$ cat src/rtl/rbs_pkg.sv
package rbs_pkg;

    typedef enum logic {
        PH_TRUE,
        PH_COMP
    } phase_e;

    typedef enum logic {
        ECHO_LO,
        ECHO_HI
    } echo_e;

    typedef enum logic {
        CMD_IDLE,
        CMD_BLOCK
    } cmd_e;

    typedef enum logic {
        SER_IDLE,
        SER_RUN
    } ser_e;

endpackage

$ cat src/rtl/rbs_edge_gen.sv
module rbs_edge_gen
    import rbs_pkg::*;
(
    input  logic clk,
    input  logic rst_n,
    input  logic sclk_mode,
    input  logic oc_true,
    input  logic oc_comp,
    output logic cmd_edge,
    output logic true_stb,
    output logic comp_stb,
    output logic echo_p,
    output logic echo_n
);

    phase_e ph_q, ph_d;
    echo_e  ec_q, ec_d;

    // Next phase
    always_comb begin
        ph_d = ph_q;
        unique case (ph_q)
            PH_TRUE: ph_d = PH_COMP;
            PH_COMP: ph_d = PH_TRUE;
            default: ph_d = PH_TRUE;
        endcase
    end

    // Output strobes: internal phase or external output clock
    always_comb begin
        cmd_edge = (ph_q == PH_TRUE);
        if (sclk_mode) begin
            true_stb = (ph_q == PH_TRUE);
            comp_stb = (ph_q == PH_COMP);
        end else begin
            true_stb = oc_true;
            comp_stb = oc_comp;
        end
    end

    // Next echo level
    always_comb begin
        ec_d = ec_q;
        unique case (ec_q)
            ECHO_LO: if (true_stb) ec_d = ECHO_HI;
            ECHO_HI: if (comp_stb) ec_d = ECHO_LO;
            default: ec_d = ECHO_LO;
        endcase
    end

    // State register
    always_ff @(posedge clk or negedge rst_n) begin
        if (!rst_n) begin
            ph_q <= PH_TRUE;
            ec_q <= ECHO_LO;
        end else begin
            ph_q <= ph_d;
            ec_q <= ec_d;
        end
    end

    // Output register
    always_ff @(posedge clk or negedge rst_n) begin
        if (!rst_n) begin
            echo_p <= 1'b0;
            echo_n <= 1'b1;
        end else begin
            echo_p <= (ec_d == ECHO_HI);
            echo_n <= (ec_d != ECHO_HI);
        end
    end


    echo_pair_chk: assert property (@(posedge clk) disable iff (!rst_n)
        echo_p != echo_n);


    echo_rise_chk: assert property (@(posedge clk) disable iff (!rst_n)
        true_stb |=> echo_p);


    strap_static_chk: assert property (@(posedge clk) disable iff (!rst_n)
        $stable(sclk_mode));


    strobe_excl_chk: assert property (@(posedge clk) disable iff (!rst_n)
        !(true_stb && comp_stb));

endmodule

$ cat src/rtl/rbs_cmd.sv
module rbs_cmd
    import rbs_pkg::*;
#(
    parameter int ADDR_W = 10
) (
    input  logic              clk,
    input  logic              rst_n,
    input  logic              cmd_edge,
    input  logic              rd_req,
    input  logic [ADDR_W-1:0] rd_addr,
    output logic              mem_rd_en,
    output logic [ADDR_W-1:0] mem_rd_addr,
    output logic              line_cap
);

    cmd_e st_q, st_d;
    logic accept;

    // Next state
    always_comb begin
        st_d   = st_q;
        accept = 1'b0;
        unique case (st_q)
            CMD_IDLE: begin
                if (cmd_edge && rd_req) begin
                    accept = 1'b1;
                    st_d   = CMD_BLOCK;
                end
            end
            CMD_BLOCK: begin
                if (cmd_edge) st_d = CMD_IDLE;
            end
            default: st_d = CMD_IDLE;
        endcase
    end

    // State register
    always_ff @(posedge clk or negedge rst_n) begin
        if (!rst_n) st_q <= CMD_IDLE;
        else        st_q <= st_d;
    end

    // Output register
    always_ff @(posedge clk or negedge rst_n) begin
        if (!rst_n) begin
            mem_rd_en   <= 1'b0;
            mem_rd_addr <= '0;
            line_cap    <= 1'b0;
        end else begin
            mem_rd_en <= accept;
            line_cap  <= mem_rd_en;
            if (accept) mem_rd_addr <= rd_addr;
        end
    end


    fetch_spacing_chk: assert property (@(posedge clk) disable iff (!rst_n)
        mem_rd_en |=> !mem_rd_en ##1 !mem_rd_en ##1 !mem_rd_en);


    fetch_on_true_chk: assert property (@(posedge clk) disable iff (!rst_n)
        mem_rd_en |-> $past(cmd_edge && rd_req));

endmodule

$ cat src/rtl/rbs_line_fifo.sv
module rbs_line_fifo #(
    parameter int LINE_W = 36,
    parameter int SLOTS  = 2
) (
    input  logic              clk,
    input  logic              rst_n,
    input  logic              push,
    input  logic [LINE_W-1:0] push_line,
    input  logic              pop,
    output logic              head_valid,
    output logic [LINE_W-1:0] head_line
);

    localparam int PTR_W  = (SLOTS > 1) ? $clog2(SLOTS) : 1;
    localparam int FILL_W = $clog2(SLOTS + 1);
    localparam logic [PTR_W-1:0]  LAST_PTR = PTR_W'(SLOTS - 1);
    localparam logic [FILL_W-1:0] FULL_CNT = FILL_W'(SLOTS);

    logic [LINE_W-1:0] slot_q [SLOTS];
    logic [PTR_W-1:0]  wr_ptr, rd_ptr;
    logic [FILL_W-1:0] fill;
    logic              full, do_push, do_pop;

    assign full       = (fill == FULL_CNT);
    assign head_valid = (fill != '0);
    assign head_line  = slot_q[rd_ptr];
    assign do_pop     = pop && head_valid;
    assign do_push    = push && (!full || do_pop);

    always_ff @(posedge clk or negedge rst_n) begin
        if (!rst_n) begin
            wr_ptr <= '0;
            rd_ptr <= '0;
            fill   <= '0;
        end else begin
            if (do_push) wr_ptr <= (wr_ptr == LAST_PTR) ? '0 : wr_ptr + 1'b1;
            if (do_pop)  rd_ptr <= (rd_ptr == LAST_PTR) ? '0 : rd_ptr + 1'b1;
            unique case ({do_push, do_pop})
                2'b10:   fill <= fill + 1'b1;
                2'b01:   fill <= fill - 1'b1;
                default: fill <= fill;
            endcase
        end
    end

    always_ff @(posedge clk) begin
        if (do_push) slot_q[wr_ptr] <= push_line;
    end


    no_overflow_chk: assert property (@(posedge clk) disable iff (!rst_n)
        push |-> (!full || pop));


    pop_nonempty_chk: assert property (@(posedge clk) disable iff (!rst_n)
        pop |-> head_valid);

endmodule

$ cat src/rtl/rbs_serial.sv
module rbs_serial
    import rbs_pkg::*;
#(
    parameter int WORD_W    = 9,
    parameter int BURST_LEN = 4
) (
    input  logic                        clk,
    input  logic                        rst_n,
    input  logic                        true_stb,
    input  logic                        comp_stb,
    input  logic                        head_valid,
    input  logic [WORD_W*BURST_LEN-1:0] head_line,
    output logic                        pop,
    output logic [WORD_W-1:0]           q_data,
    output logic                        q_oe,
    output logic                        q_first
);

    localparam int CNT_W = (BURST_LEN > 1) ? $clog2(BURST_LEN) : 1;
    localparam logic [CNT_W-1:0] LAST_BEAT = CNT_W'(BURST_LEN - 1);

    ser_e              st_q, st_d;
    logic [CNT_W-1:0]  cnt_q, cnt_d;
    logic [WORD_W-1:0] data_d;
    logic              oe_d, first_d, any_stb;
    logic [WORD_W-1:0] cur_word;

    assign any_stb  = true_stb || comp_stb;
    assign cur_word = head_line[int'(cnt_q)*WORD_W +: WORD_W];

    // Next state and next outputs
    always_comb begin
        st_d    = st_q;
        cnt_d   = cnt_q;
        data_d  = q_data;
        oe_d    = q_oe;
        first_d = q_first;
        pop     = 1'b0;
        unique case (st_q)
            SER_IDLE: begin
                if (any_stb) begin
                    if (comp_stb && head_valid) begin
                        data_d  = head_line[WORD_W-1:0];
                        oe_d    = 1'b1;
                        first_d = 1'b1;
                        cnt_d   = CNT_W'(1);
                        st_d    = SER_RUN;
                    end else begin
                        data_d  = '0;
                        oe_d    = 1'b0;
                        first_d = 1'b0;
                    end
                end
            end
            SER_RUN: begin
                if (any_stb) begin
                    data_d  = cur_word;
                    oe_d    = 1'b1;
                    first_d = 1'b0;
                    if (cnt_q == LAST_BEAT) begin
                        pop   = 1'b1;
                        cnt_d = '0;
                        st_d  = SER_IDLE;
                    end else begin
                        cnt_d = cnt_q + 1'b1;
                    end
                end
            end
            default: st_d = SER_IDLE;
        endcase
    end

    // State register
    always_ff @(posedge clk or negedge rst_n) begin
        if (!rst_n) begin
            st_q  <= SER_IDLE;
            cnt_q <= '0;
        end else begin
            st_q  <= st_d;
            cnt_q <= cnt_d;
        end
    end

    // Output register
    always_ff @(posedge clk or negedge rst_n) begin
        if (!rst_n) begin
            q_data  <= '0;
            q_oe    <= 1'b0;
            q_first <= 1'b0;
        end else begin
            q_data  <= data_d;
            q_oe    <= oe_d;
            q_first <= first_d;
        end
    end


    float_zero_chk: assert property (@(posedge clk) disable iff (!rst_n)
        !q_oe |-> (q_data == '0));


    first_on_comp_chk: assert property (@(posedge clk) disable iff (!rst_n)
        q_first |-> (q_oe && $past(comp_stb)));


    hold_no_strobe_chk: assert property (@(posedge clk) disable iff (!rst_n)
        (!true_stb && !comp_stb) |=> ($stable(q_data) && $stable(q_oe)));

endmodule

$ cat src/rtl/read_burst_serializer.sv
module read_burst_serializer #(
    parameter int WORD_W     = 9,
    parameter int ADDR_W     = 10,
    parameter int BURST_LEN  = 4,
    parameter int LINE_SLOTS = 2
) (
    input  logic                        clk,
    input  logic                        rst_n,
    input  logic                        sclk_mode,
    input  logic                        oc_true,
    input  logic                        oc_comp,
    input  logic                        rd_req,
    input  logic [ADDR_W-1:0]           rd_addr,
    output logic                        mem_rd_en,
    output logic [ADDR_W-1:0]           mem_rd_addr,
    input  logic [WORD_W*BURST_LEN-1:0] mem_rd_line,
    output logic [WORD_W-1:0]           q_data,
    output logic                        q_oe,
    output logic                        q_first,
    output logic                        echo_p,
    output logic                        echo_n
);

    localparam int LINE_W = WORD_W * BURST_LEN;

    logic              cmd_edge, true_stb, comp_stb;
    logic              line_cap, pop, head_valid;
    logic [LINE_W-1:0] head_line;

    rbs_edge_gen u_edge (
        .clk       (clk),
        .rst_n     (rst_n),
        .sclk_mode (sclk_mode),
        .oc_true   (oc_true),
        .oc_comp   (oc_comp),
        .cmd_edge  (cmd_edge),
        .true_stb  (true_stb),
        .comp_stb  (comp_stb),
        .echo_p    (echo_p),
        .echo_n    (echo_n)
    );

    rbs_cmd #(.ADDR_W(ADDR_W)) u_cmd (
        .clk         (clk),
        .rst_n       (rst_n),
        .cmd_edge    (cmd_edge),
        .rd_req      (rd_req),
        .rd_addr     (rd_addr),
        .mem_rd_en   (mem_rd_en),
        .mem_rd_addr (mem_rd_addr),
        .line_cap    (line_cap)
    );

    rbs_line_fifo #(.LINE_W(LINE_W), .SLOTS(LINE_SLOTS)) u_fifo (
        .clk        (clk),
        .rst_n      (rst_n),
        .push       (line_cap),
        .push_line  (mem_rd_line),
        .pop        (pop),
        .head_valid (head_valid),
        .head_line  (head_line)
    );

    rbs_serial #(.WORD_W(WORD_W), .BURST_LEN(BURST_LEN)) u_ser (
        .clk        (clk),
        .rst_n      (rst_n),
        .true_stb   (true_stb),
        .comp_stb   (comp_stb),
        .head_valid (head_valid),
        .head_line  (head_line),
        .pop        (pop),
        .q_data     (q_data),
        .q_oe       (q_oe),
        .q_first    (q_first)
    );

endmodule

$ cat config.mk
export PLATFORM = sky130hd
export DESIGN_NAME = read_burst_serializer
export DESIGN_NICKNAME = d
export VERILOG_FILES = /design/src/rtl/rbs_pkg.sv /design/src/rtl/rbs_edge_gen.sv /design/src/rtl/rbs_cmd.sv /design/src/rtl/rbs_line_fifo.sv /design/src/rtl/rbs_serial.sv /design/src/rtl/read_burst_serializer.sv
export SDC_FILE = /design/constraint.sdc
export NUM_CORES = 1
export LEC_CHECK = 0
export ABC_AREA = 1
export ABC_CLOCK_PERIOD_IN_PS = 9200
export BUFFER_PORTS_ARGS = -buffer_cell sky130_fd_sc_hd__buf_2
export CAP_MARGIN = 30
export CORE_ASPECT_RATIO = 1.25
export CORE_MARGIN = 4
export CORE_UTILIZATION = 45
export CTS_CLUSTER_SIZE = 12
export DETAILED_ROUTE_END_ITERATION = 16
export PLACE_DENSITY = 0.75
export SLEW_MARGIN = 15
export SYNTH_ARGS = -nofsm -noshare
export SYNTH_HDL_FRONTEND = slang
export SYNTH_SLANG_ARGS = --single-unit
$ cat constraint.sdc
create_clock -name clk -period 9.2 [get_ports clk]
set_clock_uncertainty 0.15 [all_clocks]
set_input_delay 1.84 -clock clk [delete_from_list [all_inputs] [get_ports clk]]
set_output_delay 1.84 -clock clk [all_outputs]
set_load 0.02 [all_outputs]
==> results.md <==
* Initial antenna violation count at 0
* Crit path time final at 3.16 ns
* Final WL at about 8400 um
* Total die area at 11200 um^2
* Synthesized area at 4320 um^2
* Register area at between 3000 and 4000 um^2
* Worst Tran Pin Value at ~0.73 ns
* Critical path destination: u_fifo.slot_q[1][4]
* Layout cells sized above 1 at 0.220
* Distinct cells, synth at 29
* Met1 global-route usage at 0.195
* Post-synthesis sequential area ratio at 0.698
* Routed WL per cell at ~14 um
* FF+latch count, synth at roughly 110
* Cell area after layout at roughly 5100 um^2
* Gr busiest metal: met2
* Finished Layout Cells at about 600
* DIE HEIGHT at about 120 um
* Via count at between 2000 and 3000
* RD Place Congestion at ~0.83
* Final #Nets at around 530
* Setup repair after global routing missed its margin: no
* Drt drc at 0
* Area Growth Syn to Fin at 17.0%
* Worst R2R Start: u_ser.cnt_q[0]
* Clock Sinks at roughly 110
* Hold Path Class: flip-flop to flip-flop
* Htree depth at 3
* Overflow after GRT at 0
* YS warnings at 0
* Worst-Skew Late Latency at ~0.34 ns
* Root Driver: clkbuf_16
* Most common cell after layout, fill and taps aside: nand2_1
* Setup_tns at 0 ns
* Multi-input gate area at roughly 1100 um^2
* Startpoint types: input pin
* PwrDens at just under 300 nW/um^2
* Post-CTS Setup Inserts at 0
* Crit path max fanout at 36
* Worst Path Arrival at around 3.0 ns
* CTS tree: built
* Data required, critical path at between 9 and 10 ns
* Number of port buffers at between 70 and 80
* Status: finished, final reports clean
* Reg2Reg Capture Point: u_fifo.slot_q[1][4]
* Max Cap Viol at 0
* FF-to-FF setup slack at approximately 6.9 ns
* Final hold violations at 0
* GR Util met3 at 0.0294
* Post-CTS resize count at 0
* Placed Area at around 4800 um^2
* DR pass1 iterations at 4
* Die width at 95.6 um
* First-pass GRT wire length at 13600 um
* Post-Syn Instances at 400
* Slew HR at 0.515
* Clock Path Buffers at 2
* Pre-CTS setup slack at 5.66 ns
* Final ANT Viol Nets at 0
* Largest net degree at the start of global routing at 38
* Beginning of the critical path: sclk_mode
* GRT met2 Usage at 0.263
* Mapped Nets at roughly 450
* Post-DR vias/cell at around 4.9
* DR iter-0 viols at 208
* Kind of critical path: input pin to flip-flop
* DP HPWL at around 5900 um
* Worst setup margin at between 6 and 7 ns
* Max Clock Freq at between 300 and 400 MHz
* Final Cycle Share at 0.343
* Row Count at 39
* Max Slew Vio Count at 0
* Clock-pin slew of the registers on the worst-case setup and hold paths at 0.07 ns
* Mean post-synth cell area at 10.8 um^2
* Top cell type's share of synthesized area at 0.501
* Leakage power at between 0.002 and 0.0025 uW
* CTS buffer count at 9
* Worst setup EP type: flip-flop
* GRT Util Overall at 0.157
* Setup violators final at 0
* Cells after DPL at between 500 and 600
* Max rail drop VDD at around 0.16 mV
* Largest cells by area after synthesis: edfxtp_1, dfrtp_1, nand2_1
* Yosys top cell by area: edfxtp_1
* Vias in the first global route at between 2000 and 3000
* Hold buffer count at CTS at 0
* Ant. Diodes at 0
* Starting density of the core at 0.466
* FF-to-FF path depth at 6
* FILL cells at 800
* Commonest non-fill, non-tap cells in the layout: nand2_1, buf_2, edfxtp_1
* CORE AREA at between 9000 and 10000 um^2
* Boundary pin count at 76
==> synthesized netlist by cell type (all sizes together) <==
cell type,n
nand2,182
edfxtp,72
dfrtp,33
nor2,26
nand3,20
inv,18
o21ai,14
a21oi,12
buf,11
clkbuf,2
a22o,1
a31oi,1
and2,1
dfstp,1
ha,1
nand3b,1
nand4,1
o21bai,1
or2,1
xor2,1
==> per-layer routing <==
metal	wire (um)	part of all wire
met2	4180	0.50
met4	205	0.024
met5	0	0
met1	3480	0.41
met3	528	0.063
==> metrics by stage <==
stage | hold slack [ns] | util | total power, uW
2_1_floorplan | 0.266 | - | 1000
3_3_place_gp | 0.225 | 0.514 | 1100
3_5_place_dp | 0.228 | 0.514 | 1120
4_1_cts | 0.253 | 0.545 | 1480
5_1_grt | 0.255 | 0.545 | 1570
6_report | 0.243 | 0.545 | 1470
==> area by class of cell <==
class,count,share of cell area
Sequential cell,106,0.596
Multi-Input combinational cell,263,0.224
Timing Repair Buffer,78,0.0787
Clock buffer,9,0.0446
Tap cell,123,0.0305
Inverter,18,0.0144
Clock inverter,7,0.0119
==> critical path, cell delays in order <==
cell     delay (ns)
buf_2          0.11
nor2_2         0.05
nand2_4        0.10
nand3_1        0.12
nand3_1        0.15
nand2_1        0.10
nor2_2         0.09
buf_4          0.41
==> cell families (layout without fill, tap and decap cells) <==
| logic type | Yosys count | count (layout) | share of synthesized area |
|---|---|---|---|
| compound gates | 29 | 29 | 0.0380 |
| xor+xnor | 1 | 1 | 0.00203 |
| fa+ha+maj | 1 | 1 | 0.00290 |
| buf+inv | 31 | 112 | 0.0409 |
| flops | 106 | 106 | 0.698 |
| simple gates | 232 | 232 | 0.218 |
==> power breakdown <==
| part | internal [uW] | total, uW | switching, uW |
|---|---|---|---|
| sequential | 599 | 657 | 58.1 |
| combinational | 146 | 452 | 305 |
| clock | 188 | 358 | 170 |
==> state kept, by name (all words and copies together), names as in the netlist, 2 cells and up <==
register           cells
u_cmd.mem_rd_addr     10
u_fifo.fill            2
u_fifo.slot_q         72
u_ser.cnt_q            2
u_ser.q_data           9
==> worst min-delay path by stage <==
stage / from / to / cells past startpoint
finish: u_cmd.mem_rd_en / u_cmd.line_cap / 0
global route: u_cmd.mem_rd_en / u_cmd.line_cap / 0
CTS: u_cmd.mem_rd_en / u_cmd.line_cap / 0
detailed placement: u_cmd.mem_rd_en / u_cmd.line_cap / 0
global placement: u_cmd.mem_rd_en / u_cmd.line_cap / 0
floorplan: u_edge.ph_q / u_edge.ph_q / 1
Power figures use the tool's default switching activity.
